$ cat src/rtl/fcmp_pkg.sv
// Shared types for the compare flag generator.
// Assumes the relation encoding below is consumed by condition-code logic.
package fcmp_pkg;
    typedef enum logic [3:0] {
        REL_LT = 4'b1000,
        REL_EQ = 4'b0110,
        REL_GT = 4'b0010,
        REL_UN = 4'b0011
    } rel_flags_e;

    typedef struct packed {
        logic is_nan;
        logic quiet_bit;
        logic mag_zero;
    } opd_class_t;
endpackage

$ cat src/rtl/fcmp_classify.sv
// Classifies one operand word: NaN, quiet bit, zero magnitude.
// Assumes layout {sign, exponent[EXP_W], fraction[FRAC_W]}.
module fcmp_classify #(
    parameter int EXP_W  = 8,
    parameter int FRAC_W = 23,
    localparam int W     = EXP_W + FRAC_W + 1
) (
    input  logic [W-1:0]           word,
    output fcmp_pkg::opd_class_t   cls
);
    logic [EXP_W-1:0]  exp_f;
    logic [FRAC_W-1:0] frac_f;

    assign exp_f  = word[W-2 -: EXP_W];
    assign frac_f = word[FRAC_W-1:0];

    // Decode the class bits from the fields.
    always_comb begin
        cls.is_nan    = (&exp_f) && (|frac_f);
        cls.quiet_bit = frac_f[FRAC_W-1];
        cls.mag_zero  = ~|word[W-2:0];
    end
endmodule

$ cat src/rtl/fcmp_order.sv
// Orders two non-NaN words by sign and raw pattern; NaN forces unordered.
// Assumes nan_any comes from the operand classifiers.
module fcmp_order #(
    parameter int W = 32
) (
    input  logic [W-1:0]          d_w,
    input  logic [W-1:0]          m_w,
    input  logic                  nan_any,
    input  logic                  both_zero,
    output fcmp_pkg::rel_flags_e  rel
);
    import fcmp_pkg::*;

    logic sgn_d, sgn_m, mag_lt;

    assign sgn_d  = d_w[W-1];
    assign sgn_m  = m_w[W-1];
    assign mag_lt = d_w < m_w;

    // Select the relation with NaN, equality, sign, then magnitude priority.
    always_comb begin
        if (nan_any)                          rel = REL_UN;
        else if (d_w == m_w || both_zero)     rel = REL_EQ;
        else if (sgn_d != sgn_m)              rel = sgn_d ? REL_LT : REL_GT;
        else if (sgn_d ? !mag_lt : mag_lt)    rel = REL_LT;
        else                                  rel = REL_GT;
    end
endmodule

$ cat src/rtl/fcmp_flags.sv
// Top: compare flag generator with quiet/signalling and zero-compare modes.
// Assumes one compare per accepted input; result registered one cycle later.
module fcmp_flags #(
    parameter int EXP_W  = 8,
    parameter int FRAC_W = 23,
    localparam int W     = EXP_W + FRAC_W + 1
) (
    input  logic          clk,
    input  logic          rst_n,
    input  logic          in_valid,
    input  logic [1:0]    mode,
    input  logic [W-1:0]  opd_d,
    input  logic [W-1:0]  opd_m,
    output logic          out_valid,
    output logic [3:0]    flags_nzcv,
    output logic          invalid
);
    import fcmp_pkg::*;

    localparam int NOPD = 2;

    logic                 sig_mode;
    logic [W-1:0]         m_eff;
    logic [W-1:0]         opd_arr [NOPD];
    opd_class_t           cls_arr [NOPD];
    logic [NOPD-1:0]      opd_inv;
    logic                 nan_any;
    rel_flags_e           rel;

    assign sig_mode   = mode[0];
    assign m_eff      = mode[1] ? '0 : opd_m;
    assign opd_arr[0] = opd_d;
    assign opd_arr[1] = m_eff;

    genvar gi;
    generate
        for (gi = 0; gi < NOPD; gi++) begin : g_opd
            fcmp_classify #(.EXP_W(EXP_W), .FRAC_W(FRAC_W)) u_cls (
                .word (opd_arr[gi]),
                .cls  (cls_arr[gi])
            );
            assign opd_inv[gi] = cls_arr[gi].is_nan &&
                                 (sig_mode || !cls_arr[gi].quiet_bit);
        end
    endgenerate

    assign nan_any = cls_arr[0].is_nan || cls_arr[1].is_nan;

    fcmp_order #(.W(W)) u_ord (
        .d_w       (opd_d),
        .m_w       (m_eff),
        .nan_any   (nan_any),
        .both_zero (cls_arr[0].mag_zero && cls_arr[1].mag_zero),
        .rel       (rel)
    );

    // Register the result on accepted input, hold otherwise.
    always_ff @(posedge clk) begin
        if (!rst_n) begin
            out_valid  <= 1'b0;
            flags_nzcv <= 4'b0000;
            invalid    <= 1'b0;
        end else begin
            out_valid <= in_valid;
            if (in_valid) begin
                flags_nzcv <= rel;
                invalid    <= |opd_inv;
            end
        end
    end
endmodule

$ cat config.mk
export PLATFORM = sky130hd
export DESIGN_NAME = fcmp_flags
export DESIGN_NICKNAME = d
export VERILOG_FILES = /design/src/rtl/fcmp_pkg.sv /design/src/rtl/fcmp_classify.sv /design/src/rtl/fcmp_order.sv /design/src/rtl/fcmp_flags.sv
export SDC_FILE = /design/constraint.sdc
export NUM_CORES = 1
export LEC_CHECK = 0
export CORE_ASPECT_RATIO = 1.75
export CORE_MARGIN = 4
export CORE_UTILIZATION = 41
export DETAILED_ROUTE_END_ITERATION = 8
export DONT_BUFFER_PORTS = 1
export GPL_ROUTABILITY_DRIVEN = 0
export PLACE_DENSITY = 0.61
export SLEW_MARGIN = 20
export SYNTH_ARGS = -nofsm -noshare
export SYNTH_HDL_FRONTEND = slang
export SYNTH_HIERARCHICAL = 1
export SYNTH_SLANG_ARGS = --single-unit
export TNS_END_PERCENT = 20
$ cat constraint.sdc
create_clock -name clk -period 3.8 [get_ports clk]
set_clock_uncertainty 0.2 [all_clocks]
set_input_delay 1.14 -clock clk [delete_from_list [all_inputs] [get_ports clk]]
set_output_delay 1.14 -clock clk [all_outputs]
set_load 0.03 [all_outputs]
==> reports/qor.yml, run 1 <==
grt:
  grt_pass1_wl_um: 6580
  grt-ovfl-total: 0
  antenna_found_initial: 0
  grt_usage: 0.181
  grt_max_degree: 33
  grt_pass1_vias: 1497
cells_and_area:
  diodes: 0
  syn_to_final_growth_pct: 3.23
  fillers: 405
  fin_cells: 251
  layout.nets: 308
  layout-drive-gt1-share: 0.0634
  final_cell_mix: "nor2b_1, inv_1, ha_1, nand4_1, nor4_1"
  fin_util: 0.441
  stdcell_area_um2: 1600
  final_common_cell: "nor2b_1"
pwr:
  p_leak_nw: 0.681
  total_power_mw: 0.288
  ir_drop_v: 0.000114
  powerDensity_nw_per_um2: 180
synthesis:
  ys_seq_elements: 6
  synth_top_area_frac: 0.258
  synth_cells: 209
  synth.avg_cell_area_um2: 7.42
  synth_area_um2: 1550
  synth_cell_types: 33
  yosys.area.top_type: "ha_1"
  yosys_warnings: 6
  syn-num-nets: 310
  ys_seq_area_frac: 0.0774
  synth_area_leaders: "ha_1, nor2b_1, inv_1"
drt:
  wl_per_cell_um: 16.4
  wl_met2_um: 2310
  vias: 1399
  dr_wl_met3_um: 371
  wirelength_um: 4110
  antenna_left: 0
  dr.pass1.iters: 4
  wirelength_met1_um: 1380
  routed.top_layer: "met4"
  drc_errors: 0
  drtIter0Drc: 26
  via_per_inst: 5.57
setup_path:
  startpoint_type: "input port"
  critical_path_class: "in -> reg"
  crit_family: "simple AND/OR/NAND/NOR gates"
  worstPathArrival_ns: 3.14
  end_kind: "flop"
  crit_path_top_delay_cell: "nor4_4"
  worstPathCellList: "nor2b_1 -> inv_1 -> ha_1 -> nand4_1 -> nor4_4 -> o311ai_1 -> nand4_1 -> mux2_1 -> mux2i_1 -> nor2b_1"
  path_buf_inv: 1
  slowest_delay_ns: 0.35
  r2r_slack_ns: 2.73
  crit_required_ns: 3.72
  crit_fanout: 3
die:
  start_util: 0.428
  dieArea_um2: 4870
  io_pins: 75
  row_count: 29
  die_h_um: 89.4
  core_um2: 3630
  die_w_um: 54.5
timing:
  slew_viol_final: 0
  hold_ws_ns: 0.467
  rsz0062_at_grt: "no"
  period_share: 0.847
  postLayoutSetupSlackWorst_ns: 0.580
  fin_tns_setup_ns: 0
  hold_viol: 0
  slew_headroom: 0.730
  worstMarginPinSlew_ns: 0.402
  min_period_ns: 3.22
  max_freq_ghz: 0.311
  setup_viol: 0
clocking:
  cts_resized: 0
  cts_inserted_buffers: 3
  htree_levels: 1
  cts_tree: "built"
  cts_buffer_depth: 2
  ctsHoldBuffers: 0
  post-cts-setup-buffer-count: 0
  clkSlewWorstSetupHoldPaths_ns: 0.04
  clk_latency_ns: 0.22
  ctsRootBufferMaster: "clkbuf_8"
  clkSinkCount: 6
placement:
  io_buffers: 0
  place_area_um2: 1560
  dpl.cell_count: 248
  dp_slack_ns: 0.339
  hpwlAfterDp_um: 3670
outcome:
  status: "completed"
min_path:
  min_path_type: "reg -> reg"
flow_run:
  max_cap_viol_count: 0
==> layer usage <==
layer / GRT usage / up-vias
li1: - / 733
met1: 0.183 / 609
met2: 0.347 / 52
met3: 0.0451 / 5
met4: 0.0476 / 0
met5: 0 / -
==> cell type report <==
| type | instances | area (µm²) | area share |
|---|---|---|---|
| Multi-Input combinational cell | 162 | 1250 | 0.784 |
| Clock buffer | 3 | 41.3 | 0.0258 |
| Sequential cell | 6 | 120 | 0.0750 |
| Inverter | 34 | 128 | 0.0797 |
| Tap cell | 46 | 57.6 | 0.0359 |
==> where the power goes <==
part / total (mW) / switching [mW] / leakage (nW) / internal [mW]
logic: 0.117 / 0.0601 / 0.610 / 0.0567
registers: 0.0736 / 0.00734 / 0.0492 / 0.0662
clock network: 0.0975 / 0.0293 / 0.0216 / 0.0682
==> worst reg2reg max path: stages (launching register included) <==
cell and delay, ns:
dfxtp_1 0.51, o21ai_0 0.15, a31oi_1 0.14
==> synthesized netlist by cell type <==
cell      count
nor3_2        2
buf_4         3
mux2i_1       5
nor2_1        6
inv_1        34
and2_2        1
and2_1        1
a211oi_1      1
o31ai_1       2
mux2_1        1
nor3_1        2
nand3_1       6
nand4_1      14
nand2_1       6
a21boi_0      3
dfxtp_1       6
nor4_4        1
nor4_2        2
buf_6         1
a31oi_1       2
o211ai_2      1
nor2b_1      37
a21o_1        5
nor2b_4       1
a21oi_1      11
nor4_1       12
nand4_2       1
o21a_1        2
ha_1         32
o21ai_0       3
buf_2         3
o311ai_1      1
or2_2         1
==> flip-flops by register name (all words and copies together) (netlist names) <==
register	flops
flags_nzcv	4
invalid	1
out_valid	1
==> cell families after synthesis <==
group,count (synthesis),share of synthesized area
AOI/OAI and AO/OA,31,0.130
adders and majority gates,32,0.258
buffers and inverters,41,0.114
DFF,6,0.0774
muxes,6,0.0395
and+or+nand+nor,93,0.381
==> final timing paths <==
check,to,cells past startpoint,start
worst max-delay path,flags_nzcv[1],10,opd_m[27]
worst min-delay path,flags_nzcv[3],2,flags_nzcv[3]
worst max register to register,invalid,2,invalid
worst min register to register,flags_nzcv[3],2,flags_nzcv[3]
Power figures use the tool's default switching activity.
==> run 2: changes to the inputs <==
Settings changed: ABC_AREA set to 1, PLACE_DENSITY 0.61 to 0.63.
Clock period 3.8 ns to 2.9 ns, I/O delays scaled along.
==> run 2 against run 1 <==
Utilization is 0.46 points higher. Global-route usage is 2.9 points lower. Critical path type unchanged. Largest power group unchanged. Clock power is 25% higher. Area after synthesis is 17% higher. Die area is 15% higher.
==> reports/qor.yml, run 2 <==
cells_and_area:
  layout-drive-gt1-share: 0.0621
  fillers: 494
  top_register: "flags_nzcv"
  reg.largest.list: "flags_nzcv (4), invalid (1), out_valid (1)"
  final_common_cell: "nor2_1"
  layout.nets: 441
  largest_reg_flops: 4
  final_cell_mix: "nor2_1, inv_1, nand2_1, ha_1, a21oi_1"
  syn_to_final_growth_pct: 3.18
  diodes: 0
drt:
  antenna_left: 0
  wirelength_um: 4110
  drc_errors: 0
  dr.pass1.iters: 4
  vias: 1855
  via_per_inst: 4.79
  wl_per_cell_um: 10.6
  drtIter0Drc: 57
die:
  row_count: 31
  die_h_um: 95.9
  dieArea_um2: 5580
  die_w_um: 58.2
  io_pins: 75
  core_um2: 4190
  start_util: 0.432
grt:
  grt_usage: 0.152
  grt-ovfl-total: 0
  antenna_found_initial: 0
  grt_pass1_vias: 1770
  grt_pass1_wl_um: 6810
  grt_max_degree: 33
setup_path:
  rr_worst_depth: 3
  crit_fanout: 4
  critical_path_class: "in -> reg"
  end_kind: "flop"
  startpoint_type: "input port"
  crit_required_ns: 2.81
  worstPathArrival_ns: 2.47
timing:
  rsz0062_at_grt: "no"
  period_share: 0.885
  hold_viol: 0
  max_freq_ghz: 0.389
  postLayoutSetupSlackWorst_ns: 0.332
  slew_viol_final: 0
  min_period_ns: 2.57
  worstMarginPinSlew_ns: 0.333
  fin_tns_setup_ns: 0
  setup_viol: 0
  slew_headroom: 0.778
  hold_ws_ns: 0.472
synthesis:
  synth_area_um2: 1810
  synth_area_leaders: "ha_1, nor2_1, inv_1"
  ys.flop_type: "dfxtp_1"
  synth-edff-count: 0
  syn-num-nets: 442
  synth.avg_cell_area_um2: 5.31
  synth_cell_types: 22
  yosys.area.top_type: "ha_1"
  ys_seq_area_frac: 0.0663
  yosys_warnings: 6
  ys_top_cells_by_count: "nor2_1, inv_1, nand2_1"
  synth_cells: 341
  async_flop_share: 0
  synth_most_common_cell: "nor2_1"
  ys_seq_elements: 6
  synth_top_area_frac: 0.221
min_path:
  min_path_type: "reg -> reg"
  min_path_cells: 2
pwr:
  powerDensity_nw_per_um2: 221
  p_leak_nw: 1.08
  ir_drop_v: 0.000218
placement:
  io_buffers: 0
  dp_slack_ns: 0.127
  hpwlAfterDp_um: 3750
clocking:
  ctsHoldBuffers: 0
  cts_inserted_buffers: 3
  ctsRootBufferMaster: "clkbuf_8"
  post-cts-setup-buffer-count: 0
  clkSinkCount: 6
  htree_levels: 1
  clkSlewWorstSetupHoldPaths_ns: 0.03
  cts_tree: "built"
  clk_latency_ns: 0.22
  cts_resized: 0
  cts_buffer_depth: 2
outcome:
  status: "completed"
flow_run:
  max_cap_viol_count: 0
## run 2: changes by cell type after synthesis, sizes merged, moves of 3 or more
cell / previous run / this run
nor4: 15 / 0
nor2b: 38 / 0
a21boi: 3 / 0
nor2: 6 / 98
nand2: 6 / 74
inv: 34 / 83
mux2i: 5 / 0
nand4: 15 / 5
## run 2: through the flow
step | power, mW | cells | instance area, µm² | util
final | 0.413 | 387 | 1870 | 0.446
after global routing | 0.462 | 387 | 1870 | 0.446
after CTS | 0.420 | 387 | 1870 | 0.446
after detailed placement | 0.295 | 384 | 1830 | 0.436
after global placement | 0.292 | 384 | 1830 | 0.436
after floorplan | 0.270 | 341 | 1810 | -
## run 2: cell families (layout without fill, tap and decap cells)
family / Yosys count / in the layout / synth area share
compound gates: 21 / 21 / 0.0663
fa+ha+maj: 32 / 32 / 0.221
buf+inv: 91 / 88 / 0.201
flops: 6 / 6 / 0.0663
simple gates: 191 / 191 / 0.445
## run 2: cell type report
class / count / area (µm²) / share of cell area
well taps: 49 / 61.3 / 0.0328
clock buffers: 3 / 41.3 / 0.0221
flip-flops and latches: 6 / 120 / 0.0643
multi-input cells: 244 / 1330 / 0.710
inverters: 85 / 319 / 0.171
## run 2: power breakdown
group          leakage [nW]  switching [mW]  total [mW]  internal (mW)
combinational          1.01           0.110       0.190         0.0802
clock                0.0216          0.0328       0.122         0.0889
sequential           0.0497          0.0130       0.101         0.0883
## run 2: layer usage
layer / GRT usage / vias to the layer above / share of wire
li1: - / 1006 / -
met1: 0.155 / 781 / 0.39
met2: 0.308 / 64 / 0.53
met3: 0.0349 / 4 / 0.065
met4: 0.0232 / 0 / 0.011
met5: 0 / - / 0
## run 2: path summary, 6_finish.rpt
check                           slack, ns          start       endpoint
worst max-delay path                 0.33      opd_m[22]  flags_nzcv[3]
worst min-delay path                 0.47  flags_nzcv[1]  flags_nzcv[1]
worst max register to register       1.89        invalid        invalid
worst min register to register       0.47  flags_nzcv[1]  flags_nzcv[1]
## run 2: critical path, stage by stage
cell and delay (ns):
inv_1 0.02, nor2_1 0.21, inv_1 0.08, ha_1 0.28, nand2_1 0.06, nor2_1 0.15
nand3_1 0.16, nor3_2 0.16, nand2_1 0.10, nand2_1 0.08, nor2_1 0.04, nor2_1 0.08
nor2_1 0.05, nor2_1 0.09, nor2_1 0.05
==> run 3: changes to the inputs <==
Settings changed: ABC_AREA 1 to not set.
==> run 3 against run 2 <==
Register-to-register slack lost 0.07 ns. Clock power is essentially flat. Power grew 1.8%. Maximum frequency shrank 7.5%. Non-clock buffer count rose by 18. Critical endpoint is now flags_nzcv[1].
==> reports/qor.yml, run 3 (synthesized netlist as in run 1, its figures left out) <==
cells_and_area:
  stdcell_area_um2: 1980
  reg.largest.list: "flags_nzcv (4), invalid (1), out_valid (1)"
  fin_cells: 269
  syn_to_final_growth_pct: 27.7
  top_register: "flags_nzcv"
  largest_reg_flops: 4
  diodes: 0
  final_cell_mix: "inv_1, ha_1, nor2b_1, buf_4, nand4_1"
  layout-drive-gt1-share: 0.305
  fillers: 370
  final_common_cell: "inv_1"
  layout.nets: 326
die:
  core_um2: 3630
  die_w_um: 54.5
  dieArea_um2: 4870
  start_util: 0.428
  die_h_um: 89.4
  io_pins: 75
  row_count: 29
drt:
  drc_errors: 0
  antenna_left: 0
  wl_per_cell_um: 15.3
  wirelength_um: 4120
  via_per_inst: 5.53
  dr.pass1.iters: 4
  drtIter0Drc: 7
  vias: 1488
setup_path:
  r2r_slack_ns: 1.82
  worstPathArrival_ns: 2.68
  critical_path_class: "in -> reg"
  rr_worst_depth: 2
  crit_fanout: 3
  startpoint: "opd_m[26]"
  r2r_end: "invalid"
  crit_required_ns: 2.81
  startpoint_type: "input port"
  end_kind: "flop"
  r2r-start: "invalid"
clocking:
  cts_inserted_buffers: 3
  htree_levels: 1
  clkSinkCount: 6
  ctsRootBufferMaster: "clkbuf_8"
  cts_buffer_depth: 2
  cts_tree: "built"
  ctsHoldBuffers: 0
  clkSlewWorstSetupHoldPaths_ns: 0.03
  clk_latency_ns: 0.22
grt:
  grt_usage: 0.170
  grt_pass1_wl_um: 6250
  grt_max_degree: 33
  antenna_found_initial: 0
  grt-ovfl-total: 0
  grt_pass1_vias: 1569
timing:
  max_freq_ghz: 0.360
  slew_viol_final: 0
  fin_tns_setup_ns: 0
  rsz0062_at_grt: "yes"
  period_share: 0.957
  worstMarginPinSlew_ns: 0.342
  slew_headroom: 0.772
  postLayoutSetupSlackWorst_ns: 0.125
  hold_viol: 0
  min_period_ns: 2.77
  setup_viol: 0
placement:
  place_area_um2: 1780
  dp_slack_ns: -0.244
  io_buffers: 0
  hpwlAfterDp_um: 3700
  dpl.cell_count: 265
outcome:
  status: "completed"
min_path:
  holdPathEnd: "flags_nzcv[1]"
  min_path_type: "reg -> reg"
  hold_path_startpoint: "flags_nzcv[1]"
  min_path_cells: 2
flow_run:
  max_cap_viol_count: 0
pwr:
  powerDensity_nw_per_um2: 212
  total_power_mw: 0.420
  p_leak_nw: 0.834
  ir_drop_v: 0.000204
-- run 3: how the worst max path moves through the flow --
stage,to,slack [ns],cells past startpoint
after floorplan,flags_nzcv[1],-0.04,11
after global placement,flags_nzcv[1],-0.23,10
after detailed placement,flags_nzcv[1],-0.24,10
after CTS,flags_nzcv[1],0.07,10
after global routing,flags_nzcv[1],-0.03,10
final,flags_nzcv[1],0.13,10
-- run 3: metal layers --
layer,vias to the layer above,share of wire,global-route usage
met2,48,0.60,0.357
li1,766,-,-
met5,-,0,0
met1,674,0.32,0.158
met3,0,0.077,0.0367
met4,0,0,0.0204
-- run 3: layout make-up --
type	count	area, µm²	share of cell area
multi-input combinational	162	1500	0.757
inverter	34	128	0.0644
sequential	6	120	0.0606
clock buffer	3	41.3	0.0208
timing repair buffer	18	135	0.0682
tap	46	57.6	0.0290
-- run 3: repair_timing --
action,CTS,global route
resized for setup,2,24
endpoints found under the setup margin,1,2
gates cloned,0,0
buffers inserted,0,1
pin swaps,0,10
-- run 3: power by group --
group	internal [mW]	leakage [nW]	switching [mW]
registers	0.0868	0.0492	0.00962
logic	0.112	0.763	0.0907
clock network	0.0888	0.0216	0.0320
total	0.288	0.834	0.132
-- run 3: worst max-delay path: stages --
cell and delay (ns):
nor2b_4 0.12, inv_2 0.05, ha_4 0.26, nand4_1 0.18
nor4_4 0.40, o311ai_2 0.16, nand4_1 0.14, mux2_4 0.31
mux2i_1 0.13, nor2b_1 0.05
-- run 3: metrics by stage --
| step | util | hold slack [ns] |
|---|---|---|
| after floorplan | - | 0.440 |
| after CTS | 0.504 | 0.472 |
| after global placement | 0.490 | 0.459 |
| after detailed placement | 0.490 | 0.468 |
| after global routing | 0.546 | 0.502 |
| final | 0.546 | 0.465 |
